[config.mk]
export PLATFORM = sky130hd
export DESIGN_NAME = adc_scan_host
export DESIGN_NICKNAME = d
export VERILOG_FILES = /design/src/rtl/adc_scan_pkg.sv /design/src/rtl/adc_scan_ctrl.sv /design/src/rtl/adc_scan_dp.sv /design/src/rtl/adc_scan_host.sv
export SDC_FILE = /design/constraint.sdc
export NUM_CORES = 1
export LEC_CHECK = 0
export ABC_AREA = 1
export BUFFER_PORTS_ARGS = -buffer_cell sky130_fd_sc_hd__buf_4
export CAP_MARGIN = 20
export CORE_MARGIN = 2
export CORE_UTILIZATION = 35
export CTS_BUF_LIST = sky130_fd_sc_hd__clkbuf_16
export CTS_CLUSTER_SIZE = 20
export DETAILED_ROUTE_END_ITERATION = 16
export SETUP_SLACK_MARGIN = 0.15
export SYNTH_ARGS = -nofsm -noshare
export SYNTH_HDL_FRONTEND = slang
export SYNTH_SLANG_ARGS = --single-unit
export TNS_END_PERCENT = 5
[constraint.sdc]
create_clock -name clk -period 3.5 [get_ports clk]
set_input_delay 0.35 -clock clk [delete_from_list [all_inputs] [get_ports clk]]
set_output_delay 0.35 -clock clk [all_outputs]
set_load 0.05 [all_outputs]
[src/rtl/adc_scan_pkg.sv]
package adc_scan_pkg;

  localparam int CFG_W = 14;

  typedef enum logic [2:0] {
    ST_IDLE,
    ST_CNV,
    ST_WAIT,
    ST_LOW,
    ST_HIGH
  } phase_t;

  // strobes from the sequencer to the datapath
  typedef struct packed {
    logic loadCfg;    // busy-low seen: frame begins, take config word
    logic shiftOut;   // serial clock falls (not the last): next config bit
    logic sampleIn;   // end of high phase: capture data line
    logic frameDone;  // last sample of the frame
    logic resync;     // busy-low timeout: restart pipeline tracking
  } dpStrobe_t;

  function automatic logic [CFG_W-1:0] resetCfg(input logic bipolar, input logic [2:0] lastCh);
    return {1'b1, (bipolar ? 3'b010 : 3'b110), lastCh, 1'b0, 3'b111, 2'b11, 1'b0};
  endfunction

endpackage

[src/rtl/adc_scan_ctrl.sv]
module adc_scan_ctrl
  import adc_scan_pkg::*;
#(
  parameter int RATE_DIV     = 78125,
  parameter int CNV_HIGH     = 3,
  parameter int SCK_HALF     = 3,
  parameter int BUSY_TIMEOUT = 2000,
  parameter int FRAME_LEN    = 17
) (
  input  logic      clk,
  input  logic      rst_n,
  input  logic      sdoIn,
  output logic      cnvOut,
  output logic      sckOut,
  output logic      sdoLvl,
  output logic      timeoutErr,
  output dpStrobe_t strb
);

  localparam int T1     = (CNV_HIGH > SCK_HALF) ? CNV_HIGH : SCK_HALF;
  localparam int TMAX   = (T1 > BUSY_TIMEOUT) ? T1 : BUSY_TIMEOUT;
  localparam int TMR_W  = $clog2(TMAX + 1);
  localparam int RATE_W = $clog2(RATE_DIV);
  localparam int BIT_W  = $clog2(FRAME_LEN) + 1;
  localparam logic [TMR_W-1:0]  CNV_LAST  = TMR_W'(CNV_HIGH - 1);
  localparam logic [TMR_W-1:0]  HALF_LAST = TMR_W'(SCK_HALF - 1);
  localparam logic [TMR_W-1:0]  WAIT_LAST = TMR_W'(BUSY_TIMEOUT - 1);
  localparam logic [RATE_W-1:0] RATE_LAST = RATE_W'(RATE_DIV - 1);
  localparam logic [BIT_W-1:0]  BIT_LAST  = BIT_W'(FRAME_LEN - 1);

  phase_t             state;
  logic [TMR_W-1:0]   tmr;
  logic [RATE_W-1:0]  rateCnt;
  logic [BIT_W-1:0]   bitIdx;
  logic               tick;
  logic               sdoMeta;
  logic               cnvQ;
  logic               sckQ;

  // rate divider: one tick per conversion slot
  always_ff @(posedge clk or negedge rst_n) begin
    if (!rst_n) rateCnt <= '0;
    else if (rateCnt == RATE_LAST) rateCnt <= '0;
    else rateCnt <= rateCnt + 1'b1;
  end
  assign tick = (rateCnt == RATE_LAST);

  // two-stage synchroniser on the converter data line (idles high)
  always_ff @(posedge clk or negedge rst_n) begin
    if (!rst_n) begin
      sdoMeta <= 1'b1;
      sdoLvl  <= 1'b1;
    end else begin
      sdoMeta <= sdoIn;
      sdoLvl  <= sdoMeta;
    end
  end

  always_comb begin
    strb           = '0;
    strb.loadCfg   = (state == ST_WAIT) && !sdoLvl;
    strb.resync    = (state == ST_WAIT) && sdoLvl && (tmr == WAIT_LAST);
    strb.sampleIn  = (state == ST_HIGH) && (tmr == HALF_LAST);
    strb.frameDone = strb.sampleIn && (bitIdx == BIT_LAST);
    strb.shiftOut  = strb.sampleIn && (bitIdx != BIT_LAST);
  end

  always_ff @(posedge clk or negedge rst_n) begin
    if (!rst_n) begin
      state      <= ST_IDLE;
      tmr        <= '0;
      bitIdx     <= '0;
      cnvQ       <= 1'b0;
      sckQ       <= 1'b0;
      timeoutErr <= 1'b0;
    end else begin
      timeoutErr <= strb.resync;
      case (state)
        ST_IDLE: begin
          if (tick) begin
            state <= ST_CNV;
            cnvQ  <= 1'b1;
            tmr   <= '0;
          end
        end
        ST_CNV: begin
          if (tmr == CNV_LAST) begin
            state <= ST_WAIT;
            cnvQ  <= 1'b0;
            tmr   <= '0;
          end else begin
            tmr <= tmr + 1'b1;
          end
        end
        ST_WAIT: begin
          if (strb.loadCfg) begin
            state  <= ST_LOW;
            tmr    <= '0;
            bitIdx <= '0;
          end else if (strb.resync) begin
            state <= ST_IDLE;
            tmr   <= '0;
          end else begin
            tmr <= tmr + 1'b1;
          end
        end
        ST_LOW: begin
          if (tmr == HALF_LAST) begin
            state <= ST_HIGH;
            sckQ  <= 1'b1;
            tmr   <= '0;
          end else begin
            tmr <= tmr + 1'b1;
          end
        end
        ST_HIGH: begin
          if (strb.sampleIn) begin
            sckQ <= 1'b0;
            tmr  <= '0;
            if (strb.frameDone) begin
              state <= ST_IDLE;
            end else begin
              state  <= ST_LOW;
              bitIdx <= bitIdx + 1'b1;
            end
          end else begin
            tmr <= tmr + 1'b1;
          end
        end
        default: state <= ST_IDLE;
      endcase
    end
  end

  assign cnvOut = cnvQ;
  assign sckOut = sckQ;

  // ---------------- assertions ----------------
  logic [TMR_W:0]  cnvLen;
  logic [BIT_W:0]  riseCnt;
  logic            sckPrev;

  always_ff @(posedge clk or negedge rst_n) begin
    if (!rst_n) begin
      cnvLen  <= '0;
      riseCnt <= '0;
      sckPrev <= 1'b0;
    end else begin
      cnvLen  <= cnvQ ? cnvLen + 1'b1 : '0;
      sckPrev <= sckQ;
      if (strb.loadCfg) riseCnt <= '0;
      else if (sckQ && !sckPrev) riseCnt <= riseCnt + 1'b1;
    end
  end

  AST_CNV_WIDTH: assert property (@(posedge clk) disable iff (!rst_n)
    $fell(cnvQ) |-> cnvLen == (TMR_W+1)'(CNV_HIGH));
  AST_SCK_QUIET_CNV: assert property (@(posedge clk) disable iff (!rst_n)
    cnvQ |-> !sckQ);
  AST_SCK_AFTER_BUSY: assert property (@(posedge clk) disable iff (!rst_n)
    (state == ST_WAIT) |-> !sckQ);
  AST_FRAME_LEN: assert property (@(posedge clk) disable iff (!rst_n)
    strb.frameDone |-> (riseCnt + (BIT_W+1)'(sckQ && !sckPrev)) == (BIT_W+1)'(FRAME_LEN));
  AST_TIMEOUT_QUIET: assert property (@(posedge clk) disable iff (!rst_n)
    strb.resync |-> !sckQ && !cnvQ);

endmodule

[src/rtl/adc_scan_dp.sv]
module adc_scan_dp
  import adc_scan_pkg::*;
#(
  parameter int RES_W   = 16,
  parameter int NUM_CH  = 4,
  parameter bit BIPOLAR = 1'b0
) (
  input  logic                      clk,
  input  logic                      rst_n,
  input  dpStrobe_t                 strb,
  input  logic                      sdoLvl,
  input  logic                      cfgWr,
  input  logic [CFG_W-1:0]          cfgData,
  output logic                      dinOut,
  output logic                      resValid,
  output logic [RES_W-1:0]          resData,
  output logic [$clog2(NUM_CH)-1:0] resChan
);

  localparam int CH_W  = $clog2(NUM_CH);
  localparam int PRIME = 2;   // frames of pipeline lag
  localparam logic [CH_W-1:0] CH_LAST = CH_W'(NUM_CH - 1);
  localparam logic [CFG_W-1:0] CFG_RST = resetCfg(BIPOLAR, 3'(NUM_CH - 1));

  logic [CFG_W-1:0] cfgReg;
  logic [CFG_W-1:0] txSh;
  logic [RES_W-1:0] rxSh;
  logic [RES_W-1:0] rxNext;
  logic [1:0]       primeCnt;
  logic [CH_W-1:0]  chanCnt;

  // stored configuration word
  always_ff @(posedge clk or negedge rst_n) begin
    if (!rst_n) cfgReg <= CFG_RST;
    else if (cfgWr) cfgReg <= cfgData;
  end

  // outgoing config shifter, MSB first, zero-filled after the word
  always_ff @(posedge clk or negedge rst_n) begin
    if (!rst_n) txSh <= '0;
    else if (strb.loadCfg) txSh <= cfgReg;
    else if (strb.shiftOut) txSh <= {txSh[CFG_W-2:0], 1'b0};
  end
  assign dinOut = txSh[CFG_W-1];

  // incoming result shifter; the busy bit falls off the top
  assign rxNext = {rxSh[RES_W-2:0], sdoLvl};
  always_ff @(posedge clk or negedge rst_n) begin
    if (!rst_n) rxSh <= '0;
    else if (strb.sampleIn) rxSh <= rxNext;
  end

  // pipeline priming and channel tagging
  always_ff @(posedge clk or negedge rst_n) begin
    if (!rst_n) begin
      primeCnt <= '0;
      chanCnt  <= '0;
      resValid <= 1'b0;
      resData  <= '0;
      resChan  <= '0;
    end else begin
      resValid <= 1'b0;
      if (strb.resync) begin
        primeCnt <= '0;
        chanCnt  <= '0;
      end else if (strb.frameDone) begin
        if (primeCnt == 2'(PRIME)) begin
          resValid <= 1'b1;
          resData  <= rxNext;
          resChan  <= chanCnt;
          chanCnt  <= (chanCnt == CH_LAST) ? '0 : chanCnt + 1'b1;
        end else begin
          primeCnt <= primeCnt + 1'b1;
        end
      end
    end
  end

  // ---------------- assertions ----------------
  logic            prevOk;
  logic [CH_W-1:0] prevChan;

  always_ff @(posedge clk or negedge rst_n) begin
    if (!rst_n) begin
      prevOk   <= 1'b0;
      prevChan <= '0;
    end else if (strb.resync) begin
      prevOk <= 1'b0;
    end else if (resValid) begin
      prevOk   <= 1'b1;
      prevChan <= resChan;
    end
  end

  AST_PRIME_HOLD: assert property (@(posedge clk) disable iff (!rst_n)
    (strb.frameDone && primeCnt != 2'(PRIME)) |=> !resValid);
  AST_CHAN_STEP: assert property (@(posedge clk) disable iff (!rst_n)
    (resValid && prevOk) |-> resChan == ((prevChan == CH_LAST) ? '0 : prevChan + 1'b1));
  AST_CHAN_RESTART: assert property (@(posedge clk) disable iff (!rst_n)
    (resValid && !prevOk) |-> resChan == '0);

endmodule

[src/rtl/adc_scan_host.sv]
module adc_scan_host
  import adc_scan_pkg::*;
#(
  parameter int CLK_HZ       = 250_000_000,
  parameter int SAMPLE_HZ    = 800,
  parameter int NUM_CH       = 4,
  parameter int RES_W        = 16,
  parameter int CNV_HIGH     = 3,
  parameter int SCK_HALF     = 3,
  parameter int BUSY_TIMEOUT = 2000,
  parameter bit BIPOLAR      = 1'b0
) (
  input  logic                      clk,
  input  logic                      rst_n,
  input  logic                      cfgWr,
  input  logic [13:0]               cfgData,
  input  logic                      adcSdo,
  output logic                      adcCnv,
  output logic                      adcSck,
  output logic                      adcDin,
  output logic                      resValid,
  output logic [RES_W-1:0]          resData,
  output logic [$clog2(NUM_CH)-1:0] resChan,
  output logic                      timeoutErr
);

  localparam int RATE_DIV  = CLK_HZ / (SAMPLE_HZ * NUM_CH);
  localparam int FRAME_LEN = RES_W + 1;

  dpStrobe_t strb;
  logic      sdoLvl;

  adc_scan_ctrl #(
    .RATE_DIV    (RATE_DIV),
    .CNV_HIGH    (CNV_HIGH),
    .SCK_HALF    (SCK_HALF),
    .BUSY_TIMEOUT(BUSY_TIMEOUT),
    .FRAME_LEN   (FRAME_LEN)
  ) u_ctrl (
    .clk       (clk),
    .rst_n     (rst_n),
    .sdoIn     (adcSdo),
    .cnvOut    (adcCnv),
    .sckOut    (adcSck),
    .sdoLvl    (sdoLvl),
    .timeoutErr(timeoutErr),
    .strb      (strb)
  );

  adc_scan_dp #(
    .RES_W  (RES_W),
    .NUM_CH (NUM_CH),
    .BIPOLAR(BIPOLAR)
  ) u_dp (
    .clk     (clk),
    .rst_n   (rst_n),
    .strb    (strb),
    .sdoLvl  (sdoLvl),
    .cfgWr   (cfgWr),
    .cfgData (cfgData),
    .dinOut  (adcDin),
    .resValid(resValid),
    .resData (resData),
    .resChan (resChan)
  );

endmodule

==> metrics.md <==
| Metric | Value |
|---|---|
| Outcome | finished clean |
| Overflow after GRT | 0 |
| Critical Path RT | 3.74 ns |
| Setup bufs post-CTS | 0 |
| P_sw | 538 uW |
| Clock share of power | 42.4% |
| Vias in the first global route | 3807 |
| GP Congestion | 0.877 |
| Worst hold path class | in -> reg |
| Sw frac | 23.0% |
| Number of routed nets with antenna violations | 0 |
| PD cells | 387 mW/mm2 |
| Vert. Die Dim | 127 um |
| WL final | 10400 um |
| Number of remaining DRC errors | 0 |
| CTS Buffer Depth | 2 |
| CTS Buf Count | 9 |
| Simple-gate area share of the yosys netlist | 24.7% |
| Sequential share of power | 54.8% |
| Register bit total from synthesis | 108 |
| Area contributors post-synth | dfrtp_1, nand2_1, dfstp_2, inv_1, o21ai_0 |
| Port Buf Inserts | 40 |
| Core Region | 0.0146 mm2 |
| Syn nets | 641 |
| Die W | 127 um |
| Final slew viol count | 0 |
| Int Power | 1.80 mW |
| Final Setup Violations | 0 |
| DR WL/cell | 12.3 um |
| Root buf cell | clkbuf_16 |
| Final setup TNS | 0 ns |
| Combinational power share | 2.8% |
| Setup crit end kind | register |
| Tot Pwr | 2.34 mW |
| VDD IR max | 268 uV |
| CP Launch Type | register |
| Slew @ Worst Pin | 0.935 ns |
| Minimum clock period | 2.23 ns |
| WP data arrival | 2.47 ns |
| Pin count of the biggest net entering global routing | 82 |
| Synth Area in XOR/XNOR | 1.99% |
| Max H-tree Level | 3 |
| # IOs | 41 |
| Library cells used by synthesis | 36 |
| Global-route wire length before repair | 18100 um |
| Syn Inst Count | 615 |
| Mapped Avg Cell Area | 8.59 um2 |
| Synth top area share | 45.5% |
| Number of synthesized flops with an enable pin | 0 |
| Total GRT Usage | 13.7% |
| Worst Skew | 0.00777 ns |
| # nets final | 681 |
| # rows | 44 |
| Post-Synth Adder-Cell Area | 1.90% |
| Synth Flop Type | dfrtp_1 |
| Clk sinks | 108 |
| 1st-iter DRT viols | 314 |
| Mapped Area | 0.00528 mm2 |
| Leading area contributor after synthesis | dfrtp_1 |
| Mux cell area share after synthesis | 2.77% |
| FILL cells | 1463 |
| Leak Pwr | 2.94 nW |
| Critical path class | reg -> reg |
| Ys Warns | 0 |
| Hold_ws | 0.103 ns |
| Initial core utilization | 36.1% |
| Most frequent cells after synthesis | nand2_1, dfrtp_1, inv_1, o21ai_0, nand3_1 |
| Routed vias | 3963 |
| Max-cap violations | 0 |
| Crit path max fanout | 30 |
| Largest family of logic cells by synthesized area | simple AND/OR/NAND/NOR gates |
| Finished Cell Area | 0.00606 mm2 |
| R2R Setup Slk | 1.27 ns |
| RSZ-0062 raised after global routing | no |
| Share of layout cells above drive strength 1 | 19.1% |
| F_max | 449 MHz |
| HPWL Detailed | 7360 um |
| Slew headroom | 37.5% |
| Crit share post-route | 63.6% |
| Fin util | 41.4% |
| Die area | 0.0161 mm2 |
| Worst skew pair latency | 0.36 ns |
| Async SR Flop Fraction | 100% |
| Register area share after synthesis | 51.5% |
| N_diodes | 0 |
| P&R area growth vs syn | 14.7% |
| Initial DRT Pass Iterations | 4 |
| Dpl cell area | 0.00573 mm2 |
| CTS tree | yes |
| Synth Area in Compound Gates | 9.05% |
| Vias/cell | 4.70 |
| Antenna violations before repair | 0 |
| Post-CTS Resized | 0 |
| Final Hold Viols | 0 |
| Leading cell type by number of instances after synthesis | nand2_1 |
| CTS clk-pin slew, worst paths | 0.07 ns |
## per-stage QoR
step | cells | setup slack (ns)
floorplan | 615 | 1.97
global placement | 826 | 1.35
detailed placement | 826 | 1.30
CTS | 842 | 1.25
global route | 844 | 0.982
finish | 844 | 1.27
## cells by family after synthesis
| group | after synthesis |
|---|---|
| DFF | 108 |
| and+or+nand+nor | 284 |
| AOI/OAI and AO/OA | 87 |
| adders and majority gates | 8 |
| xor gates and xnor gates | 12 |
| muxes | 13 |
| buffers and inverters | 103 |
## worst max-delay path: stages (launching register included)
cell     delay (ns)
dfrtp_1        0.45
nor2_2         0.12
nand2_1        0.12
inv_2          0.25
nand3_1        0.72
o21ai_0        0.44
## sequential cells by signal (all words and copies together) (netlist names)
signal             cells
u_dp.cfgReg           14
u_ctrl.bitIdx          6
u_dp.primeCnt          2
u_dp.resData          16
u_dp.chanCnt           2
u_dp.txSh             14
u_ctrl.sckOut          1
u_ctrl.sdoLvl          1
u_dp.resValid          1
u_dp.resChan           2
u_ctrl.sdoMeta         1
u_ctrl.state           3
u_ctrl.tmr            11
u_ctrl.rateCnt        17
u_dp.rxSh             15
u_ctrl.cnvOut          1
u_ctrl.timeoutErr      1
## path summary, 6_finish.rpt
kind                                      start                end  depth (start not counted)
worst max-delay path            u_ctrl.state[1]       u_dp.rxSh[8]                          5
worst min-delay path                     adcSdo     u_ctrl.sdoMeta                          1
worst max register to register  u_ctrl.state[1]       u_dp.rxSh[8]                          5
worst min register to register   u_ctrl.sdoMeta      u_ctrl.sdoLvl                          0
max in group asynchronous                 rst_n    u_dp.cfgReg[13]                          4
min in group asynchronous                 rst_n  u_ctrl.rateCnt[8]                          2
## metal layers
layer | GRT usage [%] | vias to the layer above | wire length [um]
met5 | 0 | - | 0
met4 | 4.14 | 0 | 81
met3 | 3.54 | 8 | 367
met2 | 21.1 | 62 | 4710
met1 | 19.2 | 1853 | 5260
li1 | - | 2040 | -
## power by group through the flow
stage	Sequential [mW]	Combinational, mW	Clock, mW
finish	1.28	0.0660	0.994
global route	1.29	0.0755	1.09
CTS	1.28	0.0645	1.03
detailed placement	1.31	0.0645	0
global placement	1.31	0.0623	0
floorplan	1.30	0.0221	0
## layout make-up
cell class / instances / area, um2 / area share (%)
clock buffers: 9 / 225 / 3.72
well taps: 184 / 230 / 3.80
inverters: 88 / 330 / 5.45
flip-flops and latches: 108 / 2720 / 44.9
multi-input cells: 404 / 2130 / 35.2
repair buffers: 44 / 353 / 5.83
clock inverters: 7 / 67.6 / 1.12
## cell usage in the layout, fill, tap and decap left out, types with 2 or more instances in the layout
| master | instances |
|---|---|
| nand3_1 | 42 |
| nand2_1 | 151 |
| dfstp_2 | 12 |
| mux2_2 | 13 |
| inv_2 | 5 |
| xnor2_1 | 3 |
| nand4_1 | 13 |
| inv_1 | 83 |
| clkbuf_16 | 9 |
| nor2_1 | 38 |
| nand2_2 | 13 |
| clkinv_4 | 2 |
| nor3_1 | 7 |
| o21ai_1 | 11 |
| dfrtp_1 | 96 |
| xor2_1 | 9 |
| inv_6 | 2 |
| a21oi_1 | 4 |
| ha_1 | 8 |
| nand3_2 | 2 |
| o21ai_0 | 59 |
| nor2_4 | 5 |
| nor2_2 | 4 |
| o21ai_2 | 8 |
| o211ai_1 | 3 |
| buf_4 | 42 |
## timing repair
item / in CTS / in global routing
setup endpoints to repair: 0 / 0
hold buffers: 0 / 1
hold endpoints to repair: 0 / 8
(Power assumes the default switching activity.)
